$ cat src/rtl/rbm_pkg.sv
package rbm_pkg;

  typedef enum logic {
    RBM_IDLE = 1'b0,
    RBM_RUN  = 1'b1
  } rbm_state_e;

  function automatic int rbm_ceil_div(input int a, input int b);
    return (a + b - 1) / b;
  endfunction

  function automatic int rbm_cnt_width(input int limit);
    return (limit > 1) ? $clog2(limit) : 1;
  endfunction

endpackage

$ cat src/rtl/rbm_rotate.sv
// Fixed cyclic rotation: multiplication by x^SHIFT in redundant basis.
module rbm_rotate #(
  parameter int N     = 7,
  parameter int SHIFT = 1
) (
  input  logic [N-1:0] din,
  output logic [N-1:0] dout
);

  localparam int SH = SHIFT % N;

  for (genvar i = 0; i < N; i++) begin : g_bit
    assign dout[(i + SH) % N] = din[i];
  end

endmodule

$ cat src/rtl/rbm_digit_pp.sv
// Partial product of one W-coefficient digit against the current rotated M.
module rbm_digit_pp #(
  parameter int N = 7,
  parameter int W = 3
) (
  input  logic [N-1:0] m_cur,
  input  logic [W-1:0] digit,
  output logic [N-1:0] pp
);

  logic [N-1:0] rot  [W];
  logic [N-1:0] lane [W];

  for (genvar j = 0; j < W; j++) begin : g_lane
    rbm_rotate #(.N(N), .SHIFT(j)) u_rot (
      .din  (m_cur),
      .dout (rot[j])
    );
    assign lane[j] = digit[j] ? rot[j] : '0;
  end

  always_comb begin
    pp = '0;
    for (int j = 0; j < W; j++) begin
      pp = pp ^ lane[j];
    end
  end

endmodule

$ cat src/rtl/rbm_square.sv
// Squaring in redundant basis: coefficient i moves to position 2i mod N.
module rbm_square #(
  parameter int N = 7
) (
  input  logic [N-1:0] din,
  output logic [N-1:0] dout
);

  always_comb begin
    dout = '0;
    for (int i = 0; i < N; i++) begin
      dout[(2 * i) % N] = dout[(2 * i) % N] ^ din[i];
    end
  end

endmodule

$ cat src/rtl/rbm_ctrl.sv
// Sequencer: accepts start when idle, counts T digit cycles, pulses done.
module rbm_ctrl
  import rbm_pkg::*;
#(
  parameter int T  = 3,
  parameter int CW = 2
) (
  input  logic clk,
  input  logic rst,
  input  logic start,
  output logic load,
  output logic step,
  output logic last,
  output logic busy,
  output logic done
);

  rbm_state_e    state;
  logic [CW-1:0] cnt;

  assign load = (state == RBM_IDLE) && start;
  assign step = (state == RBM_RUN);
  assign last = step && (cnt == CW'(T - 1));
  assign busy = (state == RBM_RUN);

  always_ff @(posedge clk) begin
    if (rst) begin
      state <= RBM_IDLE;
      cnt   <= '0;
      done  <= 1'b0;
    end else begin
      done <= 1'b0;
      case (state)
        RBM_IDLE: begin
          if (start) begin
            state <= RBM_RUN;
            cnt   <= '0;
          end
        end
        RBM_RUN: begin
          if (last) begin
            state <= RBM_IDLE;
            done  <= 1'b1;
          end else begin
            cnt <= cnt + 1'b1;
          end
        end
        default: state <= RBM_IDLE;
      endcase
    end
  end

endmodule

$ cat src/rtl/rb_gf2m_mul.sv
// Digit-serial redundant-basis multiplier, top level.
module rb_gf2m_mul
  import rbm_pkg::*;
#(
  parameter int N = 7,
  parameter int W = 3
) (
  input  logic         clk,
  input  logic         rst,
  input  logic         start,
  input  logic [N-1:0] op_l,
  input  logic [N-1:0] op_m,
  output logic         busy,
  output logic         done,
  output logic [N-1:0] product,
  output logic [N-1:0] product_sq
);

  localparam int T  = rbm_ceil_div(N, W);
  localparam int LW = T * W;
  localparam int CW = rbm_cnt_width(T);

  logic          load, step, last;
  logic [LW-1:0] l_reg;
  logic [N-1:0]  m_reg;
  logic [N-1:0]  m_next;
  logic [N-1:0]  acc;
  logic [N-1:0]  pp;
  logic [N-1:0]  acc_next;

  rbm_ctrl #(.T(T), .CW(CW)) u_ctrl (
    .clk   (clk),
    .rst   (rst),
    .start (start),
    .load  (load),
    .step  (step),
    .last  (last),
    .busy  (busy),
    .done  (done)
  );

  rbm_digit_pp #(.N(N), .W(W)) u_pp (
    .m_cur (m_reg),
    .digit (l_reg[W-1:0]),
    .pp    (pp)
  );

  rbm_rotate #(.N(N), .SHIFT(W)) u_adv (
    .din  (m_reg),
    .dout (m_next)
  );

  assign acc_next = acc ^ pp;

  always_ff @(posedge clk) begin
    if (rst) begin
      l_reg   <= '0;
      m_reg   <= '0;
      acc     <= '0;
      product <= '0;
    end else if (load) begin
      l_reg <= LW'(op_l);
      m_reg <= op_m;
      acc   <= '0;
    end else if (step) begin
      l_reg <= l_reg >> W;
      m_reg <= m_next;
      acc   <= acc_next;
      if (last) begin
        product <= acc_next;
      end
    end
  end

  rbm_square #(.N(N)) u_sq (
    .din  (product),
    .dout (product_sq)
  );

endmodule

$ cat config.mk
export PLATFORM = sky130hd
export DESIGN_NAME = rb_gf2m_mul
export DESIGN_NICKNAME = d
export VERILOG_FILES = /design/src/rtl/rbm_pkg.sv /design/src/rtl/rbm_rotate.sv /design/src/rtl/rbm_digit_pp.sv /design/src/rtl/rbm_square.sv /design/src/rtl/rbm_ctrl.sv /design/src/rtl/rb_gf2m_mul.sv
export SDC_FILE = /design/constraint.sdc
export NUM_CORES = 1
export LEC_CHECK = 0
export BUFFER_PORTS_ARGS = -buffer_cell sky130_fd_sc_hd__buf_2
export CORE_MARGIN = 2
export CORE_UTILIZATION = 41
export CTS_CLUSTER_DIAMETER = 50
export DETAILED_ROUTE_END_ITERATION = 16
export PLACE_DENSITY = 0.7
export SLEW_MARGIN = 20
export SYNTH_ARGS = -nofsm -noshare
export SYNTH_HDL_FRONTEND = slang
export SYNTH_HIERARCHICAL = 1
export SYNTH_SLANG_ARGS = --single-unit
$ cat constraint.sdc
create_clock -name clk -period 1.2 [get_ports clk]
set_input_delay 0.24 -clock clk [delete_from_list [all_inputs] [get_ports clk]]
set_output_delay 0.24 -clock clk [all_outputs]
set_load 0.01 [all_outputs]
Word-level counts from Yosys, hierarchy flattened
Cells that the tools add are included.
{ "totals": {"elab_cells": 37, "input_bits": 17, "reg_bits": 32, "out_inout_bits": 16} }
{ "classes": {"reduce_logical": 7, "mux": 14, "bitwise": 5, "eq_ne": 3, "add_sub_neg": 1} }
{ "op_table": {"columns": ["cell", "n"], "rows": [
  ["$mux 7", 7],
  ["$xor 7x7->7", 3],
  ["$mux 2", 2],
  ["$ne 2x2->1 const B", 2],
  ["$pmux 2 s2", 1],
  ["$reduce_or 2->1", 2],
  ["$mux 1", 3],
  ["$reduce_and 3->1", 1],
  ["$add 2x1->2 const B", 1],
  ["$eq 2x2->1 const B", 1],
  ["$logic_and 1x1->1", 2],
  ["$not 1->1", 2],
  ["$pmux 1 s2", 1],
  ["$reduce_and 2->1", 1],
  ["$reduce_bool 2->1", 1]
]} }

Logic depth before layout (Yosys ltp)
Gate-level depths: netlist of the first run.
{ "depth": {"ltp_word": 4, "ltp_mapped": 6, "depth_no_buf": 5} }

Cells and area by module
Netlist of the first run, hierarchy kept.
{ "modules_own_cells": {"columns": ["module", "n_inst", "cells_each", "area_each_um2", "seq_area_each_um2"], "rows": [
  ["rb_gf2m_mul", 1, 127, 1293.7, 560.5],
  ["rbm_digit_pp", 1, 28, 236.5, 0.0],
  ["rbm_rotate", 4, 7, 52.6, 0.0],
  ["rbm_ctrl", 1, 19, 183.9, 80.1],
  ["rbm_square", 1, 7, 52.6, 0.0]
]} }

Least setup slack after synthesis of the first run
OpenSTA, ideal clock, no wires.
{ "synth_timing": {"kind": "register to register", "start": "reg u_ctrl.state, in the netlist u_ctrl/busy", "end": "reg product[0]", "n_path_buf": 2, "setup_slack_ns": -0.144, "setup_ns": 0.092, "period_less_slack_ns": 1.344, "arrival_time_ns": 1.252, "t_required_ns": 1.108, "path_stages_with_launch": 6, "cell_sequence": "dfxtp_1 nor2b_1 buf_6 and3b_1 buf_6 o32ai_1"} }
{ "synth_between": {"elab_chain_cells": 4, "word_cells_on_any_way": 5, "classes_between": "bitwise (2); reduce/logical (3)"} }
{ "synth_lines": {"columns": ["element", "line_no", "rtl"], "rows": [
  ["from (decl)", "rbm_ctrl.sv:18", "rbm_state_e state;"],
  ["from (signal assigned)", "rbm_ctrl.sv:28", "state <= RBM_IDLE;"],
  ["from (signal assigned)", "rbm_ctrl.sv:36", "state <= RBM_RUN;"],
  ["from (signal assigned)", "rbm_ctrl.sv:42", "state <= RBM_IDLE;"],
  ["$not 1->1 (no line)", null, null],
  ["$logic_and 1x1->1", "rbm_ctrl.sv:21", "assign load = (state == RBM_IDLE) && start;"],
  ["named net load", "rb_gf2m_mul.sv:23", "logic load, step, last;"],
  ["$not 1->1 (no line)", null, null],
  ["$reduce_and 3->1 (no line)", null, null],
  ["to (signal assigned)", "rb_gf2m_mul.sv:70", "product <= acc_next;"],
  ["to (decl)", "rb_gf2m_mul.sv:15", "output logic [N-1:0] product,"]
]} }
The timed path passes the listed nets, and every way through them passes these cells.
A chain may end at the register's enable or synchronous reset.

Worst setup path in the final report of the first run
{ "layout_timing": {"start": "reg u_ctrl.cnt[0]", "end": "reg product[6]"} }
{ "layout_between": {"elab_chain_cells": 3} }
{ "layout_lines": {"columns": ["element", "line_no", "rtl"], "rows": [
  ["from (decl)", "rbm_ctrl.sv:19", "logic [CW-1:0] cnt;"],
  ["from (signal assigned)", "rbm_ctrl.sv:45", "cnt <= cnt + 1'b1;"],
  ["$eq 2x2->1", "rbm_ctrl.sv:23", "assign last = step && (cnt == CW'(T - 1));"],
  ["$logic_and 1x1->1", "rbm_ctrl.sv:23", null],
  ["named net last", "rb_gf2m_mul.sv:23", null],
  ["$reduce_and 3->1 (no line)", null, null]
]} }
The timed path passes the listed nets, and every way through them passes these cells.

==> results of run 1 <==
## routing by layer
metal	global-route usage, %	up-vias
met4	5.25	0
met2	23.9	22
met5	0	-
li1	-	711
met3	3.84	5
met1	17.8	635
## synthesized netlist by cell type (all sizes together)
cell type and instances:
and2 1, nand2 24, ha 1, dfxtp 32
nand3b 7, and3b 1, inv 10, a21bo 7
or3b 3, o32ai 7, nor2b 14, xnor3 7
nand2b 1, mux2i 11, o41ai 1, nor2 1
or4b 2, o31ai 1, nor3 1, a21oi 10
nand4bb 1, or2 1, a211oi 11, xnor2 7
clkbuf 5, buf 42
## path summary, 6_finish.rpt
path	startpoint	to	slack [ns]	cells after the start
setup / recovery	u_ctrl/cnt[0]	product[6]	-0.08	5
hold reg to reg	product[5]	product[5]	0.49	2
setup reg to reg	u_ctrl/cnt[0]	product[6]	-0.08	5
hold / removal	op_l[5]	l_reg[5]	0.20	3
## through the flow
step           power [mW]  area [µm²]
2_1_floorplan        1.58        2010
3_3_place_gp         1.61        2050
3_5_place_dp         1.62        2050
4_1_cts              2.41        2160
5_1_grt              2.55        2330
6_report             2.43        2330
## layout by cell type (no fill, tap or decap), types with 2 or more instances in the layout
cell type	n
o32ai_1	3
a21oi_1	4
o32ai_2	4
clkbuf_8	5
dfxtp_1	19
a21oi_2	6
buf_4	18
xnor3_1	3
xnor2_2	2
buf_12	2
nand3b_1	7
buf_6	2
dfxtp_4	6
dfxtp_2	7
nand2_2	6
or3b_1	3
nand2_1	18
inv_1	9
buf_2	32
a211oi_1	11
xnor2_1	5
mux2i_1	11
xnor3_2	4
a21bo_2	7
nor2b_1	13
## cells by family (layout without fill, tap and decap cells)
group	Yosys count	after routing	share of synthesized area, %
buffers and inverters	57	72	19.7
XOR/XNOR	14	14	11.1
flip-flops	32	32	32.4
multiplexers	11	11	5.57
AND/OR/NAND/NOR	57	57	16.4
adder cells (fa/ha/maj)	1	1	0.633
AO/OA/AOI/OAI	37	37	14.2
## power breakdown
part	internal, mW	leakage [nW]	switching, mW	total, mW
clock	0.394	0.0410	0.375	0.769
sequential	1.12	0.267	0.0627	1.18
combinational	0.275	0.678	0.206	0.481
## cell type report
| type | count | area (µm²) |
|---|---|---|
| fill | 441 | 2360 |
| multi-input combinational | 120 | 1090 |
| sequential | 32 | 672 |
| timing repair buffer | 55 | 383 |
| clock buffer | 6 | 72.6 |
| tap | 54 | 67.6 |
| inverter | 10 | 37.5 |
| clock inverter | 1 | 5.00 |
## worst register-to-register path: stages (launching register included)
cell and delay, ns:
dfxtp_2 0.33, inv_2 0.05, ha_4 0.16, and2_4 0.14, and3b_2 0.27, o32ai_2 0.26
## repair_timing
| item | in CTS | in global routing |
|---|---|---|
| gates cloned | 0 | 1 |
| hold buffers | 0 | 0 |
| pin swaps | 0 | 4 |
| resized for setup | 13 | 28 |
| buffers inserted | 1 | 2 |
| setup endpoints to repair | 17 | 29 |
==> flow_summary_export.csv, run 1 <==
group,metric,value,unit
synth,syn_nets,227,
synth,ys_types,29,
sta,relSlewSlack,82.4,%
worst_setup_path,critPathKind,"flip-flop to flip-flop",
drt,drt_iter0_markers,42,
status,violations,"setup timing",
global_routing,grt_pass1_vias,1349,
clock_tree,cts_sinks,32,
drt,viasPerCell,4.94,
sta,clock-skew-final,0.00905,ns
synth,yosysWarnings,6,
synth,synth_top_cell_by_area,"dfxtp_1",
synth,ys_ff_latch,32,
sta,rsz0062_at_grt,"yes",
drt,wl,3.65,mm
drt,top_layer_used,"met4",
worst_setup_path,worst-path-buf-inv,1,
pwr,powerDensity,1040,nW/µm²
sta,fin_setup_tns,-0.898,ns
worst_setup_path,cp_max_fo,7,
synth,synth_area_leaders,"dfxtp_1 (32%), buf_4 (14%), xnor3_1 (8.0%)",
die,core_area,4690,µm²
sta,fin_crit_sh,107,%
die,io_pins,33,
placement,place_congestion,0.813,
sta,finalHoldViolCount,0,
drt,vias,1373,
synth,syn_inst,209,
drt,met2WireLength,1.76,mm
cells_and_area,area_delta_synth_final,17.7,%
cells_and_area,drive_above_1_share,50.4,%
placement,dp_hpwl,2.51,mm
drt,wl_met1,1.74,mm
cells_and_area,fin_nets,242,
drt,drcViolationCount,0,
synth,yosysTopAreaCellShare,32.4,%
worst_setup_path,start_kind,"flip-flop",
placement,dpl.cell_count,267,
synth,ys_seq_area_share,32.4,%
placement,dp_worst_setup_slack,-0.179,ns
sta,fmax,0.779,GHz
clock_tree,clkTransAtPathRegs,0.07,ns
worst_setup_path,end_kind,"flip-flop",
sta,tightest_slew,0.263,ns
run,drv_cap,0,
synth,netlist_area,1980,µm²
placement,portBuffers,32,
pwr,ir_drop,773,µV
die,dieArea,5390,µm²
sta,min_period,1.28,ns
global_routing,grt_pass1_wl,5.98,mm
cells_and_area,fin_util,49.6,%
drt,wl_per_cell,13.1,µm
clock_tree,clockBufferDepth,2,
drt,dr_wl_met3,98,µm
synth,syn_avg_cell_area,9.46,µm²
clock_tree,root_buffer,"clkbuf_8",
clock_tree,cts.htree.levels,2,
min_path,hold_path_class,"primary input to flip-flop",
drt,dr.pass1.iters,4,
worst_setup_path,critical-path-slowest-cell,"dfxtp_2",
cells_and_area,instances_no_fill,278,
die,fp-row-count,25,
global_routing,antenna_found_initial,0,
clock_tree,clock_latency,0.28,ns
die,die_w,73.4,µm
worst_setup_path,max_stage_delay,0.33,ns
global_routing,grt_overflow_total,0,
sta,whs,0.203,ns
status,status,"complete, but fails checks",
die,start_util,42.1,%
sta,maxSlewViolCount,0,
clock_tree,cts_tree,"yes",
clock_tree,cts_made_buffers,5,
pwr,static-leakage-power,0.986,nW
global_routing,grt_use_total,14.4,%
cells_and_area,num_antenna_cells,0,
worst_setup_path,cp_cell_sequence,"inv_2, ha_4, and2_4, and3b_2, o32ai_2",
worst_setup_path,critical_path_required,1.40,ns
die,dieHeight,73.4,µm
drt,ant_nets,0,
worst_setup_path,arrival,1.49,ns
sta,setup_slack,-0.0844,ns
sta,setup_viol,16,
global_routing,grt_max_degree,21,
worst_setup_path,crit_family,"simple AND/OR/NAND/NOR gates",
(Power assumes the default switching activity.)
==> inputs of run 2 (changes only) <==
--- a/config.mk
+++ b/config.mk
@@ -10,7 +10,9 @@
 export CORE_UTILIZATION = 41
 export CTS_CLUSTER_DIAMETER = 50
 export DETAILED_ROUTE_END_ITERATION = 16
-export PLACE_DENSITY = 0.7
+export GPL_TIMING_DRIVEN = 0
+export PLACE_DENSITY = 0.67
+export SETUP_SLACK_MARGIN = 0.3
 export SLEW_MARGIN = 20
 export SYNTH_ARGS = -nofsm -noshare
 export SYNTH_HDL_FRONTEND = slang
==> constraint.sdc (replaced) <==
create_clock -name clk -period 1.3 [get_ports clk]
set_input_delay 0.26 -clock clk [delete_from_list [all_inputs] [get_ports clk]]
set_output_delay 0.26 -clock clk [all_outputs]
set_load 0.01 [all_outputs]
==> flow_summary_export.csv, run 2 (synthesized netlist as in run 1, its figures left out) <==
group,metric,value,unit
status,status,"complete, but fails checks",
status,violations,"setup timing",
drt,wl_per_cell,13.4,µm
drt,wl,4.28,mm
pwr,ir_drop,596,µV
sta,maxSlewViolCount,0,
sta,rsz0062_at_grt,"yes",
worst_setup_path,critical-path-slowest-cell,"xnor3_2",
sta,setup_viol,14,
drt,ant_nets,0,
drt,vias,1573,
placement,portBuffers,32,
global_routing,grt_pass1_vias,1542,
sta,relSlewSlack,55.9,%
sta,setup_slack,-0.108,ns
pwr,static-leakage-power,1.25,nW
sta,fin_crit_sh,108,%
cells_and_area,final-seq-area,683,µm²
die,fp-row-count,25,
run,drv_cap,0,
clock_tree,root_buffer,"clkbuf_8",
placement,dp_worst_setup_slack,-0.134,ns
worst_setup_path,crit_family,"XOR/XNOR gates",
die,io_pins,33,
clock_tree,cts_made_buffers,5,
worst_setup_path,end_kind,"flip-flop",
clock_tree,clock_latency,0.29,ns
sta,clock-skew-final,0.00427,ns
clock_tree,cts_tree,"yes",
cells_and_area,area_delta_synth_final,46.1,%
global_routing,antenna_found_initial,0,
worst_setup_path,critPathKind,"flip-flop to flip-flop",
cells_and_area,num_antenna_cells,0,
clock_tree,clockBufferDepth,2,
die,die_w,73.4,µm
clock_tree,cts_sinks,32,
drt,viasPerCell,4.93,
cells_and_area,fill_cells,390,
cells_and_area,multiInputGateArea,1120,µm²
global_routing,grt_pass1_wl,6.93,mm
clock_tree,cts.htree.levels,2,
sta,finalHoldViolCount,0,
worst_setup_path,cp_cell_sequence,"buf_4, nand2_2, xnor3_2, xnor2_2, o32ai_2",
die,dieHeight,73.4,µm
global_routing,grt_use_total,16.7,%
sta,fmax,0.710,GHz
drt,dr.pass1.iters,4,
cells_and_area,fin_nets,282,
pwr,powerDensity,926,nW/µm²
clock_tree,cts_hold_buffers,0,
worst_setup_path,cp_max_fo,5,
min_path,hold_path_class,"primary input to flip-flop",
worst_setup_path,worst-path-buf-inv,1,
drt,drt_iter0_markers,44,
clock_tree,clkTransAtPathRegs,0.07,ns
die,start_util,42.1,%
die,dieArea,5390,µm²
global_routing,grt_max_degree,12,
cells_and_area,mostFrequentLayoutCells,"buf_6 (35), buf_4 (31), buf_2 (18), nand2_1 (17), dfxtp_2 (13)",
sta,tightest_slew,0.661,ns
global_routing,grt_overflow_total,0,
sta,fin_setup_tns,-0.810,ns
worst_setup_path,arrival,1.56,ns
drt,drcViolationCount,0,
placement,place_congestion,0.745,
pwr,report.power.total,2.67,mW
worst_setup_path,max_stage_delay,0.46,ns
placement,dp_hpwl,2.68,mm
die,core_area,4690,µm²
sta,min_period,1.41,ns
cells_and_area,mostFrequentLayoutCell,"buf_6",
worst_setup_path,critical_path_required,1.45,ns
cells_and_area,drive_above_1_share,63.8,%
worst_setup_path,start_kind,"flip-flop",
## run 2: cell count changes in the layout (fill, tap and decap cells not counted), moves of 4 or more
cell	before	now
dfxtp_1	19	12
nor2b_1	13	8
dfxtp_2	7	13
buf_4	18	31
a211oi_1	11	3
buf_2	32	18
a211oi_2	0	8
nor2b_2	0	4
buf_6	2	35
## run 2: area by class of cell
type / instances / area share, %
clock buffers: 6 / 2.51
plain buffers: 47 / 14.9
repair buffers: 48 / 15.5
clock inverters: 2 / 1.21
inverters: 10 / 1.30
multi-input cells: 120 / 38.6
well taps: 54 / 2.34
flip-flops and latches: 32 / 23.7
## run 2: path summary, 6_finish.rpt
path | from | end | slack [ns] | cells past startpoint
worst max-delay path | m_reg[1] | product[1] | -0.11 | 5
worst min-delay path | op_l[4] | l_reg[4] | 0.22 | 3
worst max register to register | m_reg[1] | product[1] | -0.11 | 5
worst min register to register | u_ctrl/cnt[0] | u_ctrl/cnt[0] | 0.49 | 2
## run 2: where the power goes
part           leakage (nW)  switching, mW  total [mW]  internal (mW)
clock network        0.0552          0.373       0.942          0.568
registers             0.271         0.0713        1.10           1.03
logic                 0.920          0.233       0.629          0.397
## run 2: through the flow
stage	instance area (µm²)	hold WS (ns)	instances	utilization, %
floorplan	2050	0.328	209	-
global placement	2280	0.470	295	48.6
detailed placement	2280	0.474	295	48.6
CTS	2730	0.206	315	58.1
global route	2890	0.208	319	61.5
finish	2890	0.217	319	61.5
## run 2: per-layer routing
| metal | wire length [µm] | GRT usage (%) |
|---|---|---|
| met5 | 0 | 0 |
| met4 | 36 | 3.64 |
| met3 | 152 | 4.53 |
| met1 | 1910 | 19.6 |
| met2 | 2180 | 30.2 |
## run 2: worst min-delay path: cells and delay by family
| kind | cells | cell delay [ns] |
|---|---|---|
| buf+inv | 1 | 0.09 |
| simple gates | 1 | 0.05 |
| compound gates | 1 | 0.05 |
## run 2: what timing repair did
| item | in CTS | in global routing |
|---|---|---|
| cloned | 1 | 1 |
| setup buffers | 11 | 3 |
| pin swaps | 25 | 14 |
| gates resized for setup | 58 | 30 |
| setup endpoints to repair | 45 | 45 |
==> inputs of run 3 (changes only) <==
--- a/config.mk
+++ b/config.mk
@@ -8,6 +8,7 @@
 export BUFFER_PORTS_ARGS = -buffer_cell sky130_fd_sc_hd__buf_2
 export CORE_MARGIN = 2
 export CORE_UTILIZATION = 41
+export CTS_BUF_LIST = sky130_fd_sc_hd__clkbuf_4 sky130_fd_sc_hd__clkbuf_8
 export CTS_CLUSTER_DIAMETER = 50
 export DETAILED_ROUTE_END_ITERATION = 16
 export GPL_TIMING_DRIVEN = 0
==> flow_summary_export.csv, run 3 (synthesized netlist as in run 1, its figures left out) <==
group,metric,value,unit
clock_tree,cts_hold_buffers,0,
cells_and_area,area_delta_synth_final,46.3,%
worst_setup_path,critical_path_required,1.52,ns
drt,drt_iter0_markers,49,
global_routing,grt_overflow_total,0,
sta,fmax,0.709,GHz
status,status,"complete, but fails checks",
sta,rsz0062_at_grt,"yes",
cells_and_area,drive_above_1_share,64.2,%
die,core_area,4690,µm²
die,dieHeight,73.4,µm
worst_setup_path,end_kind,"flip-flop",
worst_setup_path,start_kind,"flip-flop",
pwr,report.power.total,2.70,mW
clock_tree,clkTransAtPathRegs,0.07,ns
sta,whs,0.216,ns
clock_tree,root_buffer,"clkbuf_8",
cells_and_area,fin_nets,282,
cells_and_area,fill_cells,389,
cells_and_area,fin_util,61.6,%
cells_and_area,mostFrequentLayoutCell,"buf_6",
sta,setup_viol,14,
placement,portBuffers,32,
clock_tree,clock_latency,0.29,ns
die,die_w,73.4,µm
sta,clock-skew-final,0.00538,ns
drt,wl,4.34,mm
sta,relSlewSlack,55.0,%
global_routing,grt_use_total,16.7,%
cells_and_area,num_antenna_cells,0,
pwr,p_int,2.02,mW
placement,dp_hpwl,2.68,mm
die,start_util,42.1,%
worst_setup_path,max_stage_delay,0.46,ns
worst_setup_path,critical-path-slowest-cell,"xnor3_2",
worst_setup_path,arrival,1.63,ns
worst_setup_path,crit_path_start,"m_reg[1]",
worst_setup_path,critPathKind,"flip-flop to flip-flop",
sta,setup_slack,-0.111,ns
pwr,powerDensity,934,nW/µm²
worst_setup_path,worstReg2RegStart,"m_reg[1]",
sta,finalHoldViolCount,0,
placement,place_congestion,0.745,
drt,wl_per_cell,13.6,µm
die,fp-row-count,25,
clock_tree,cts.htree.levels,2,
clock_tree,clockBufferDepth,2,
die,dieArea,5390,µm²
sta,fin_crit_sh,109,%
worst_setup_path,cp_cell_sequence,"buf_4, nand2_2, xnor3_2, a21bo_2, a21oi_2",
worst_setup_path,crit_family,"XOR/XNOR gates",
global_routing,grt_pass1_wl,6.93,mm
min_path,worstHoldStart,"op_l[4]",
worst_setup_path,worst-path-buf-inv,1,
pwr,pwr-share-clk,35.8,%
pwr,comb_power_share,23.3,%
pwr,p_switching,0.684,mW
drt,vias,1607,
drt,viasPerCell,5.04,
global_routing,grt_pass1_vias,1542,
pwr,static-leakage-power,1.25,nW
min_path,hold_path_class,"primary input to flip-flop",
pwr,seq_power_share,40.9,%
sta,maxSlewViolCount,0,
clock_tree,cts_made_buffers,5,
cells_and_area,mostFrequentLayoutCells,"buf_6 (35), buf_4 (31), buf_2 (18), nand2_1 (17), dfxtp_2 (13)",
global_routing,antenna_found_initial,0,
sta,tightest_slew,0.675,ns
run,drv_cap,0,
sta,min_period,1.41,ns
pwr,ir_drop,596,µV
status,violations,"setup timing",
pwr,p_sw_share,25.3,%
drt,dr.pass1.iters,4,
drt,ant_nets,0,
clock_tree,cts_tree,"yes",
clock_tree,cts_sinks,32,
drt,drcViolationCount,0,
die,io_pins,33,
global_routing,grt_max_degree,12,
worst_setup_path,cp_max_fo,5,
==> run 3: cell count changes in the layout (fill, tap and decap cells not counted) <==
cell / previous run / this run
clkbuf_4: 0 / 1
clkbuf_1: 4 / 3
==> run 3: layout make-up <==
type | count | area (µm²) | share of cell area (%)
multi-input cells | 120 | 1120 | 38.6
flip-flops and latches | 32 | 683 | 23.6
repair buffers | 48 | 447 | 15.4
plain buffers | 47 | 429 | 14.8
clock buffers | 6 | 76.3 | 2.64
well taps | 54 | 67.6 | 2.34
inverters | 10 | 37.5 | 1.30
clock inverters | 2 | 35.0 | 1.21
==> run 3: worst paths after layout <==
path	end	cells after the start	slack (ns)
setup / recovery	acc[1]	5	-0.11
setup reg to reg	acc[1]	5	-0.11
hold reg to reg	product[5]	2	0.49
hold / removal	l_reg[4]	3	0.22
==> run 3: what timing repair did <==
| item | in CTS | in global routing |
|---|---|---|
| pin swaps | 25 | 14 |
| setup endpoints to repair | 45 | 45 |
| gates cloned | 1 | 1 |
| gates resized for setup | 58 | 30 |
| setup buffers | 11 | 3 |
==> run 3: worst register-to-register path, delay by kind of cell (launching register included) <==
| kind | cells | cell delay (ns) |
|---|---|---|
| buffers and inverters | 1 | 0.13 |
| AO/OA/AOI/OAI | 2 | 0.33 |
| flip-flops | 1 | 0.36 |
| AND/OR/NAND/NOR | 1 | 0.06 |
| XOR/XNOR | 1 | 0.46 |
==> run 3: routing by layer <==
metal / up-vias / GRT usage (%) / part of all wire, %
met2: 36 / 30.2 / 51
li1: 798 / - / -
met3: 7 / 4.53 / 3.2
met1: 766 / 19.6 / 45
met4: 0 / 3.64 / 1.0
met5: - / 0 / 0
==> run 3: metrics by stage <==
stage | instances | worst slack (ns) | setup TNS (ns) | instance area [µm²]
2_1_floorplan | 209 | 0.0325 | 0 | 2050
3_3_place_gp | 295 | -0.118 | -1.34 | 2280
3_5_place_dp | 295 | -0.134 | -1.48 | 2280
4_1_cts | 315 | -0.0946 | -0.865 | 2730
5_1_grt | 319 | -0.173 | -1.70 | 2890
6_report | 319 | -0.111 | -0.792 | 2890
==> run 3: power groups by stage <==
stage	logic (mW)	registers (mW)	clock network, mW
finish	0.630	1.10	0.967
global placement	0.451	1.12	0
detailed placement	0.458	1.12	0
CTS	0.558	1.10	0.985
floorplan	0.377	1.10	0
global route	0.674	1.11	1.03
